File: src/rtl/evc_pkg.sv
// Shared constants and the control/status layout for the dual event counter.
package evc_pkg;
    localparam int DATA_W = 8;
    localparam int ADDR_W = 2;
    localparam int SYNC_STAGES = 2;

    localparam logic [ADDR_W-1:0] OFS_CTRL = 2'd0;
    localparam logic [ADDR_W-1:0] OFS_HI   = 2'd1;
    localparam logic [ADDR_W-1:0] OFS_LO   = 2'd2;

    // Channel index used for per-counter vectors
    localparam int CH_LO = 0;
    localparam int CH_HI = 1;
    localparam int NUM_CH = 2;

    // Control/status byte, MSB first (bit 7 .. bit 0)
    typedef struct packed {
        logic ovf_hi;   // bit 7
        logic ovf_lo;   // bit 6
        logic spare;    // bit 5, reads 0
        logic cascade;  // bit 4
        logic en_hi;    // bit 3
        logic en_lo;    // bit 2
        logic run_hi;   // bit 1
        logic run_lo;   // bit 0
    } ctrl_t;

    localparam int CFG_W = 5;  // bits 4..0 are plain control bits
endpackage

File: src/rtl/evc_edge_sync.sv
// Brings one asynchronous event pin into the clock domain through a
// SYNC_STAGES flop chain and emits a one-cycle pulse per rising edge.
// Assumes the pin stays high and low for at least two clock periods each.
module evc_edge_sync #(
    parameter int SYNC_STAGES = 2
) (
    input  logic clk,
    input  logic rst_n,
    input  logic pin_i,
    output logic rise_o
);
    logic [SYNC_STAGES-1:0] chain_q;
    logic                   last_q;

    // Shift the pin through the synchroniser and remember the last sample
    always_ff @(posedge clk) begin
        if (!rst_n) begin
            chain_q <= '0;
            last_q  <= 1'b0;
        end else begin
            chain_q <= {chain_q[SYNC_STAGES-2:0], pin_i};
            last_q  <= chain_q[SYNC_STAGES-1];
        end
    end

    assign rise_o = chain_q[SYNC_STAGES-1] & ~last_q;

    AST_EDGE_SINGLE: assert property (@(posedge clk) disable iff (!rst_n)
        rise_o |=> !rise_o);
endmodule

File: src/rtl/evc_counter.sv
// One up-counter channel. Held at zero while run_i is low; adds one per
// cycle in which inc_i is high. wrap_o flags the step from all-ones to zero.
module evc_counter #(
    parameter int W = 8
) (
    input  logic         clk,
    input  logic         rst_n,
    input  logic         run_i,
    input  logic         inc_i,
    output logic [W-1:0] cnt_o,
    output logic         wrap_o
);
    localparam logic [W-1:0] CNT_MAX = {W{1'b1}};

    logic [W-1:0] cnt_q;

    // Hold at zero, or count one step per increment request
    always_ff @(posedge clk) begin
        if (!rst_n || !run_i) cnt_q <= '0;
        else if (inc_i)       cnt_q <= cnt_q + W'(1);
    end

    assign cnt_o  = cnt_q;
    assign wrap_o = run_i & inc_i & (cnt_q == CNT_MAX);

    AST_HOLD_ZERO: assert property (@(posedge clk) disable iff (!rst_n)
        !run_i |=> cnt_o == '0);
    AST_STEP_ONE: assert property (@(posedge clk) disable iff (!rst_n)
        (run_i && inc_i) |=> cnt_o == $past(cnt_o) + W'(1));
    AST_IDLE_KEEP: assert property (@(posedge clk) disable iff (!rst_n)
        (run_i && !inc_i) |=> $stable(cnt_o));
endmodule

File: src/rtl/evc_ctrl_reg.sv
// Control/status byte. Bits 4..0 are plain read/write. Overflow flags are
// set only by hardware; a flag is cleared by a 0 written to it after a read
// of this byte returned it as 1. A hardware set beats a clear in one cycle.
module evc_ctrl_reg
    import evc_pkg::*;
(
    input  logic              clk,
    input  logic              rst_n,
    input  logic              rd_i,
    input  logic              wr_i,
    input  logic [DATA_W-1:0] wdata_i,
    input  logic [NUM_CH-1:0] ovf_set_i,
    output ctrl_t             ctrl_o
);
    logic [CFG_W-1:0]  cfg_q;
    logic [NUM_CH-1:0] flag_q;
    logic [NUM_CH-1:0] armed_q;
    logic [NUM_CH-1:0] flag_wbit;
    logic [NUM_CH-1:0] clr;

    assign flag_wbit[CH_HI] = wdata_i[7];
    assign flag_wbit[CH_LO] = wdata_i[6];
    assign clr = {NUM_CH{wr_i}} & armed_q & ~flag_wbit;

    // Plain control bits
    always_ff @(posedge clk) begin
        if (!rst_n)    cfg_q <= '0;
        else if (wr_i) cfg_q <= wdata_i[CFG_W-1:0];
    end

    // Sticky flags: set wins over clear
    always_ff @(posedge clk) begin
        if (!rst_n) flag_q <= '0;
        else        flag_q <= ovf_set_i | (flag_q & ~clr);
    end

    // Clear permission: granted by a read showing 1, consumed by any write
    always_ff @(posedge clk) begin
        if (!rst_n)    armed_q <= '0;
        else if (wr_i) armed_q <= '0;
        else if (rd_i) armed_q <= flag_q;
    end

    assign ctrl_o = '{ovf_hi: flag_q[CH_HI], ovf_lo: flag_q[CH_LO], spare: 1'b0,
                      cascade: cfg_q[4], en_hi: cfg_q[3], en_lo: cfg_q[2],
                      run_hi: cfg_q[1], run_lo: cfg_q[0]};

    for (genvar c = 0; c < NUM_CH; c++) begin : g_flag_chk
        AST_NO_SW_SET: assert property (@(posedge clk) disable iff (!rst_n)
            (!flag_q[c] && !ovf_set_i[c]) |=> !flag_q[c]);
        AST_CLR_NEEDS_READ: assert property (@(posedge clk) disable iff (!rst_n)
            (flag_q[c] && !armed_q[c]) |=> flag_q[c]);
        AST_SET_WINS: assert property (@(posedge clk) disable iff (!rst_n)
            ovf_set_i[c] |=> flag_q[c]);
    end
endmodule

File: src/rtl/dual_event_counter.sv
// Top level: two synchronised event inputs feeding two 8-bit counters, an
// optional 16-bit cascade, a control/status byte and a byte-wide bus.
// Assumes single-cycle read and write strobes and a stable address.
module dual_event_counter
    import evc_pkg::*;
(
    input  logic              clk,
    input  logic              rst_n,
    input  logic              evt_hi_i,
    input  logic              evt_lo_i,
    input  logic [ADDR_W-1:0] bus_addr,
    input  logic              bus_rd,
    input  logic              bus_wr,
    input  logic [DATA_W-1:0] bus_wdata,
    output logic [DATA_W-1:0] bus_rdata
);
    logic [NUM_CH-1:0] pins;
    logic [NUM_CH-1:0] rise;
    logic [NUM_CH-1:0] run;
    logic [NUM_CH-1:0] inc;
    logic [NUM_CH-1:0] wrap;
    logic [DATA_W-1:0] cnt [NUM_CH];
    ctrl_t             ctrl;

    assign pins[CH_HI] = evt_hi_i;
    assign pins[CH_LO] = evt_lo_i;

    for (genvar c = 0; c < NUM_CH; c++) begin : g_sync
        evc_edge_sync #(.SYNC_STAGES(SYNC_STAGES)) u_sync (
            .clk(clk), .rst_n(rst_n), .pin_i(pins[c]), .rise_o(rise[c]));
    end

    assign run[CH_HI] = ctrl.run_hi;
    assign run[CH_LO] = ctrl.run_lo;

    // Increment sources: low from its pin; high from its pin or the low carry
    always_comb begin
        inc[CH_LO] = rise[CH_LO] & ctrl.en_lo;
        inc[CH_HI] = (ctrl.cascade ? wrap[CH_LO] : rise[CH_HI]) & ctrl.en_hi;
    end

    for (genvar c = 0; c < NUM_CH; c++) begin : g_cnt
        evc_counter #(.W(DATA_W)) u_cnt (
            .clk(clk), .rst_n(rst_n), .run_i(run[c]), .inc_i(inc[c]),
            .cnt_o(cnt[c]), .wrap_o(wrap[c]));
    end

    evc_ctrl_reg u_ctrl (
        .clk(clk), .rst_n(rst_n),
        .rd_i(bus_rd && bus_addr == OFS_CTRL),
        .wr_i(bus_wr && bus_addr == OFS_CTRL),
        .wdata_i(bus_wdata), .ovf_set_i(wrap), .ctrl_o(ctrl));

    // Read-data multiplexer
    always_comb begin
        case (bus_addr)
            OFS_CTRL: bus_rdata = ctrl;
            OFS_HI:   bus_rdata = cnt[CH_HI];
            OFS_LO:   bus_rdata = cnt[CH_LO];
            default:  bus_rdata = '0;
        endcase
    end

    AST_CASCADE_CARRY: assert property (@(posedge clk) disable iff (!rst_n)
        (ctrl.cascade && wrap[CH_LO] && ctrl.en_hi && ctrl.run_hi)
        |=> cnt[CH_HI] == $past(cnt[CH_HI]) + DATA_W'(1));
    AST_CASCADE_PIN_IGNORED: assert property (@(posedge clk) disable iff (!rst_n)
        (ctrl.cascade && ctrl.run_hi && !wrap[CH_LO]) |=> $stable(cnt[CH_HI]));
    AST_LOW_FLAG_ON_WRAP: assert property (@(posedge clk) disable iff (!rst_n)
        wrap[CH_LO] |=> ctrl.ovf_lo);
endmodule

File: config.mk
export PLATFORM = sky130hd
export DESIGN_NAME = dual_event_counter
export DESIGN_NICKNAME = d
export VERILOG_FILES = /design/src/rtl/evc_pkg.sv /design/src/rtl/evc_edge_sync.sv /design/src/rtl/evc_counter.sv /design/src/rtl/evc_ctrl_reg.sv /design/src/rtl/dual_event_counter.sv
export SDC_FILE = /design/constraint.sdc
export NUM_CORES = 1
export LEC_CHECK = 0
export BUFFER_PORTS_ARGS = -buffer_cell sky130_fd_sc_hd__buf_2
export CAP_MARGIN = 5
export CELL_PAD_IN_SITES_DETAIL_PLACEMENT = 1
export CELL_PAD_IN_SITES_GLOBAL_PLACEMENT = 1
export CORE_MARGIN = 1.5
export CORE_UTILIZATION = 41
export CTS_CLUSTER_SIZE = 28
export DETAILED_ROUTE_END_ITERATION = 12
export PLACE_DENSITY = 0.73
export SLEW_MARGIN = 25
export SYNTH_ARGS = -nofsm -noshare
export SYNTH_HDL_FRONTEND = slang
export SYNTH_SLANG_ARGS = --single-unit
export TNS_END_PERCENT = 50
File: constraint.sdc
create_clock -name clk -period 2.3 [get_ports clk]
set_input_delay 0.345 -clock clk [delete_from_list [all_inputs] [get_ports clk]]
set_output_delay 0.345 -clock clk [all_outputs]
set_load 0.01 [all_outputs]
After elaboration in Yosys (flattened, before gate mapping)
Index checks and enable logic that the tools add are counted.

word-level totals
  bits in registers = 31
  input port bits = 16
  output and inout bits = 8
  logic and storage cells = 43

operators by class
  $add $sub $neg = 2
  equality and inequality tests = 4
  mux-type cells = 2
  bitwise gates (word level) = 17
  reduce and logical (&&, ||, !) cells = 9

operators by type and width
  kind                 count
  $pmux 8 s3           1
  $add 8x1->8 const B  2
  $eq 8x8->1 const B   2
  $and 1x1->1          8
  $and 2x2->2          3
  $not 2->2            2
  $logic_not 1->1      3
  $not 1->1            3
  $eq 2x1->1 const B   1
  $eq 2x2->1 const B   1
  $logic_and 1x1->1    2
  $logic_not 2->1      1
  $logic_or 1x1->1     2
  $or 2x2->2           1
  $reduce_or 2->1      1
  $mux 1               1

Logic depth before layout (Yosys ltp)
  depth after elaboration = 10
  mapped depth = 6
  depth with buffers taken out = 5

Hierarchy
From an unflattened synthesis, not the netlist that was laid out.

second synthesis, totals
  cell total of the unflattened synthesis = 150
  area total of the unflattened synthesis = 1446.4 sq um

modules (own cells, without submodules)
  module              times used  cells each  area each (sq um)  seq. area each (sq um)
  evc_counter         2           39          349.1              160.2
  evc_ctrl_reg        1           33          347.8              180.2
  dual_event_counter  1           25          215.2              0.0
  evc_edge_sync       2           7           92.6               60.1

Worst setup path after synthesis
No wires, ideal clock.

  path type = flip-flop to flip-flop
  start point = reg g_cnt[0].u_cnt.cnt_q[0]
  end point = reg g_cnt[1].u_cnt.cnt_q[7]
  setup time = 72 ps
  arrival time = 1756 ps
  data required time = 2228 ps
  path slack = 472 ps
  stages on the path, launching flop included = 7
  buffers on the path = 1
  period minus slack after synthesis = 1828 ps
  path through = dfxtp_1 -> ha_1 -> nand3_2 -> or4_4 -> buf_6 -> a211oi_1 -> mux2i_1

between the ends
  word-level cells in the longest chain between the ends = 4

RTL lines
  item                    RTL line                  RTL
  from (decl)             evc_counter.sv:15         logic [W-1:0] cnt_q;
  from (signal assigned)  evc_counter.sv:20         else if (inc_i) cnt_q <= cnt_q + W'(1);
  $eq 8x8->1              evc_counter.sv:24         assign wrap_o = run_i & inc_i & (cnt_q == CNT_MAX);
  $and 1x1->1             evc_counter.sv:24
  $mux 1                  dual_event_counter.sv:39  inc[CH_HI] = (ctrl.cascade ? wrap[CH_LO] : rise[CH_HI]) & ctrl.en_hi;
  $and 1x1->1             dual_event_counter.sv:39
  to (signal assigned)    evc_counter.sv:20
  to (decl)               evc_counter.sv:15

Every way passes these cells.
A chain may end at the register's enable or synchronous reset.

Final worst setup path
Ends and elaborated chain as after synthesis.

==> impl_metrics.json <==
{
  "yosysMostFrequentCell": "dfxtp_1",
  "yosys.area.top_type_share": 0.4036,
  "ys_types": 35,
  "cp-start-kind": "register",
  "async_flop_share": 0,
  "grt.met3_usage": 0.04930,
  "cp_max_fo": 11,
  "final_hold_viol_count": 0,
  "setup_ws_ns": 0.3014,
  "end_kind": "register",
  "io_pins": 24,
  "worstHoldEndpoint": "g_sync[0].u_sync.chain_q[0]",
  "fp.dieW_um": 64.24,
  "clk_latency_ns": 0.28,
  "fin_cells": 251,
  "rsz0062_at_grt": "no",
  "clk_pin_slew_worst_paths_ns": 0.07,
  "worstSetupPathType": "register to register",
  "cts_tree": "built",
  "drt_first_pass_iters": 4,
  "dpl.cell_count": 243,
  "dieArea_um2": 4127,
  "syn_avg_cell_area_um2": 8.496,
  "top_usage_layer": "met2",
  "cts_root_buf": "clkbuf_8",
  "cap_violations": 0,
  "synth_area_um2": 1538,
  "clkPwrFrac": 0.479,
  "min_path_type": "input port to register",
  "reg2regPathDepth": 5,
  "switching_share": 0.2039,
  "grt_overflow_total": 0,
  "switchingPower_mw": 0.2348,
  "antenna_cells": 0,
  "min_period_ns": 1.999,
  "die_h_um": 64.24,
  "wl_um": 3849,
  "n_fill_cell": 457,
  "grt_max_degree": 19,
  "setup_viol": 0,
  "clockBufferDepth": 2,
  "slowest_delay_ns": 0.61,
  "place_ws_ns": 0.3141,
  "synth_cells": 181,
  "synthTopCellsByCount": "31 x dfxtp_1, 30 x nand2_1, 15 x o21ai_0, 10 x nor2_1",
  "final_util": 0.4931,
  "synth_fp_nets": 199,
  "syn_to_final_growth_pct": 16.52,
  "synthTopCellsByArea": "dfxtp_1 40%, nand2_1 7.3%, mux2i_1 5.9%",
  "rr_startpoint": "g_cnt[0].u_cnt.cnt_o[0]",
  "min_from": "evt_lo_i",
  "holdPathStages": 2,
  "antenna_found_initial": 0,
  "yosysTopAreaCell": "dfxtp_1",
  "synth_edf_count": 0,
  "remaining_drc_errors": 0,
  "cpMaxStageDelayCell": "or4_4",
  "wl_per_cell_um": 15.33,
  "synth-seq-area-share": 0.4036,
  "p_seq_frac": 0.477,
  "clock_skew_ns": 0.006564,
  "maxSlewHeadroom": 0.5709,
  "cts_hold_buf": 0,
  "slew_viol_final": 0,
  "power_density_nw_per_um2": 642.5,
  "ys_warn_count": 0,
  "viasPerCell": 5.386,
  "cts_buffers": 5,
  "met2_usage": 0.3685,
  "worst_ep_required_time_ns": 2.51,
  "post_dp_cell_area_um2": 1674,
  "finalCritPeriodShare": 0.8690,
  "grt_usage": 0.2117,
  "cp.arrival_ns": 2.21,
  "fin_nets": 220,
  "power_leakage_nw": 0.6621,
  "setup-tns-final_ns": 0,
  "grt_pass1_vias": 1471,
  "drive_gt1_frac": 0.1675,
  "p_int_mw": 0.9164,
  "ctsResizeCount": 0,
  "stdcell_area_um2": 1792,
  "crit_chain": "ha_1 -> nand3_2 -> or4_4 -> a211oi_1 -> mux2i_1",
  "cts_setup_buffers": 0,
  "clock_sinks": 31,
  "post-dp-hpwl_um": 2835,
  "ys_ff_latch": 31,
  "max_freq_ghz": 0.5003,
  "met1_usage": 0.2585,
  "grt_pass1_wl_um": 6782,
  "drtIter0Drc": 70,
  "initial_core_util": 0.4232,
  "reg2reg_slack_ns": 0.30,
  "row_count": 22,
  "coreArea_um2": 3633,
  "status": "completed",
  "ir_drop_v": 0.0003146,
  "portBuffers": 22,
  "via_count": 1352,
  "worstMarginPinSlew_ns": 0.6377,
  "h-tree-depth": 2,
  "postRouteAntennaNets": 0,
  "p_comb_frac": 0.044,
  "synth_ff_type": "dfxtp_1",
  "gp_congestion": 0.7874,
  "worstReg2RegEnd": "g_cnt[1].u_cnt.cnt_o[7]"
}
## state kept, by name (all words and copies together) (netlist names)
| signal | count |
|---|---|
| g_cnt.u_cnt.cnt_o | 16 |
| g_sync.u_sync.chain_q | 4 |
| g_sync.u_sync.last_q | 2 |
| u_ctrl.armed_q | 2 |
| u_ctrl.cfg_q | 5 |
| u_ctrl.flag_q | 2 |
## per-stage QoR
stage / hold slack, ns / power, mW
floorplan: 0.4119 / 0.5897
global placement: 0.4136 / 0.6102
detailed placement: 0.4206 / 0.6125
CTS: 0.2635 / 1.161
global route: 0.2688 / 1.195
finish: 0.2677 / 1.151
## layout make-up
class | instances | area (um^2) | share of cell area
Clock buffer | 6 | 82.58 | 0.04609
Clock inverter | 2 | 35.03 | 0.01955
Inverter | 1 | 3.754 | 0.002095
Multi-Input combinational cell | 140 | 872.1 | 0.4867
Sequential cell | 31 | 620.6 | 0.3464
Tap cell | 48 | 60.06 | 0.03352
Timing Repair Buffer | 23 | 117.6 | 0.06564
## cells by family (layout without fill, tap and decap cells)
logic type,count (synthesis),in the layout,synth area share
DFF,31,31,0.4036
AOI/OAI and AO/OA,37,37,0.1570
adders and majority gates,2,2,0.01627
muxes,9,9,0.05859
buffers and inverters,10,32,0.02929
xor gates and xnor gates,7,7,0.03987
and+or+nand+nor,85,85,0.2954
## power by group through the flow
stage                     combinational [mW]  clock (mW)  sequential, mW
after detailed placement              0.0507           0           0.562
after global routing                  0.0566       0.588           0.550
after global placement                0.0487           0           0.561
after floorplan                       0.0299           0           0.560
final                                 0.0505       0.551           0.550
after CTS                             0.0512       0.560           0.550
## routing by layer
metal | vias up | part of all wire
met5 | - | 0
met4 | 0 | 0.012
met3 | 7 | 0.036
met2 | 26 | 0.48
met1 | 635 | 0.47
li1 | 684 | -
## cells in the final DEF, fill, tap and decap left out
cell type / instances
xor2_1: 4
xnor2_1: 3
nand2_1: 30
and3_1: 2
and2_1: 8
nand3b_4: 1
o21ai_0: 15
nand3_1: 9
clkinv_2: 1
nand3_2: 1
nor4b_1: 1
a22oi_1: 2
nand4_1: 8
a21boi_0: 7
nor4_1: 1
nor3_1: 3
nor4bb_1: 1
a21oi_1: 6
o31ai_1: 1
nand2b_1: 3
a211oi_1: 1
nor2_1: 10
nor2b_1: 3
nand3b_1: 1
dfxtp_1: 31
clkbuf_8: 6
ha_1: 2
mux2i_1: 9
bufinv_16: 1
buf_2: 22
or4bb_1: 1
or4_4: 1
buf_4: 1
inv_1: 1
o311ai_0: 1
and3b_1: 1
a2111o_1: 4
## worst max-delay path by stage
stage	startpoint	end	slack, ns	cells past startpoint
finish	g_cnt[0].u_cnt.cnt_o[0]	g_cnt[1].u_cnt.cnt_o[7]	0.30	5
global route	g_cnt[0].u_cnt.cnt_o[0]	g_cnt[1].u_cnt.cnt_o[7]	0.22	5
CTS	g_cnt[0].u_cnt.cnt_o[0]	g_cnt[1].u_cnt.cnt_o[7]	0.30	5
detailed placement	g_cnt[0].u_cnt.cnt_o[0]	g_cnt[1].u_cnt.cnt_o[7]	0.31	5
global placement	g_cnt[0].u_cnt.cnt_o[0]	g_cnt[1].u_cnt.cnt_o[7]	0.42	5
floorplan	g_cnt[0].u_cnt.cnt_o[0]	g_cnt[1].u_cnt.cnt_o[7]	0.47	6
## worst max-delay path: cells and delay by family, from the launching register on
| kind | cells | cell delay, ns |
|---|---|---|
| muxes | 1 | 0.23 |
| adders and majority gates | 1 | 0.22 |
| AOI/OAI and AO/OA | 1 | 0.34 |
| DFF | 1 | 0.40 |
| and+or+nand+nor | 2 | 0.73 |
Power figures use the tool's default switching activity.
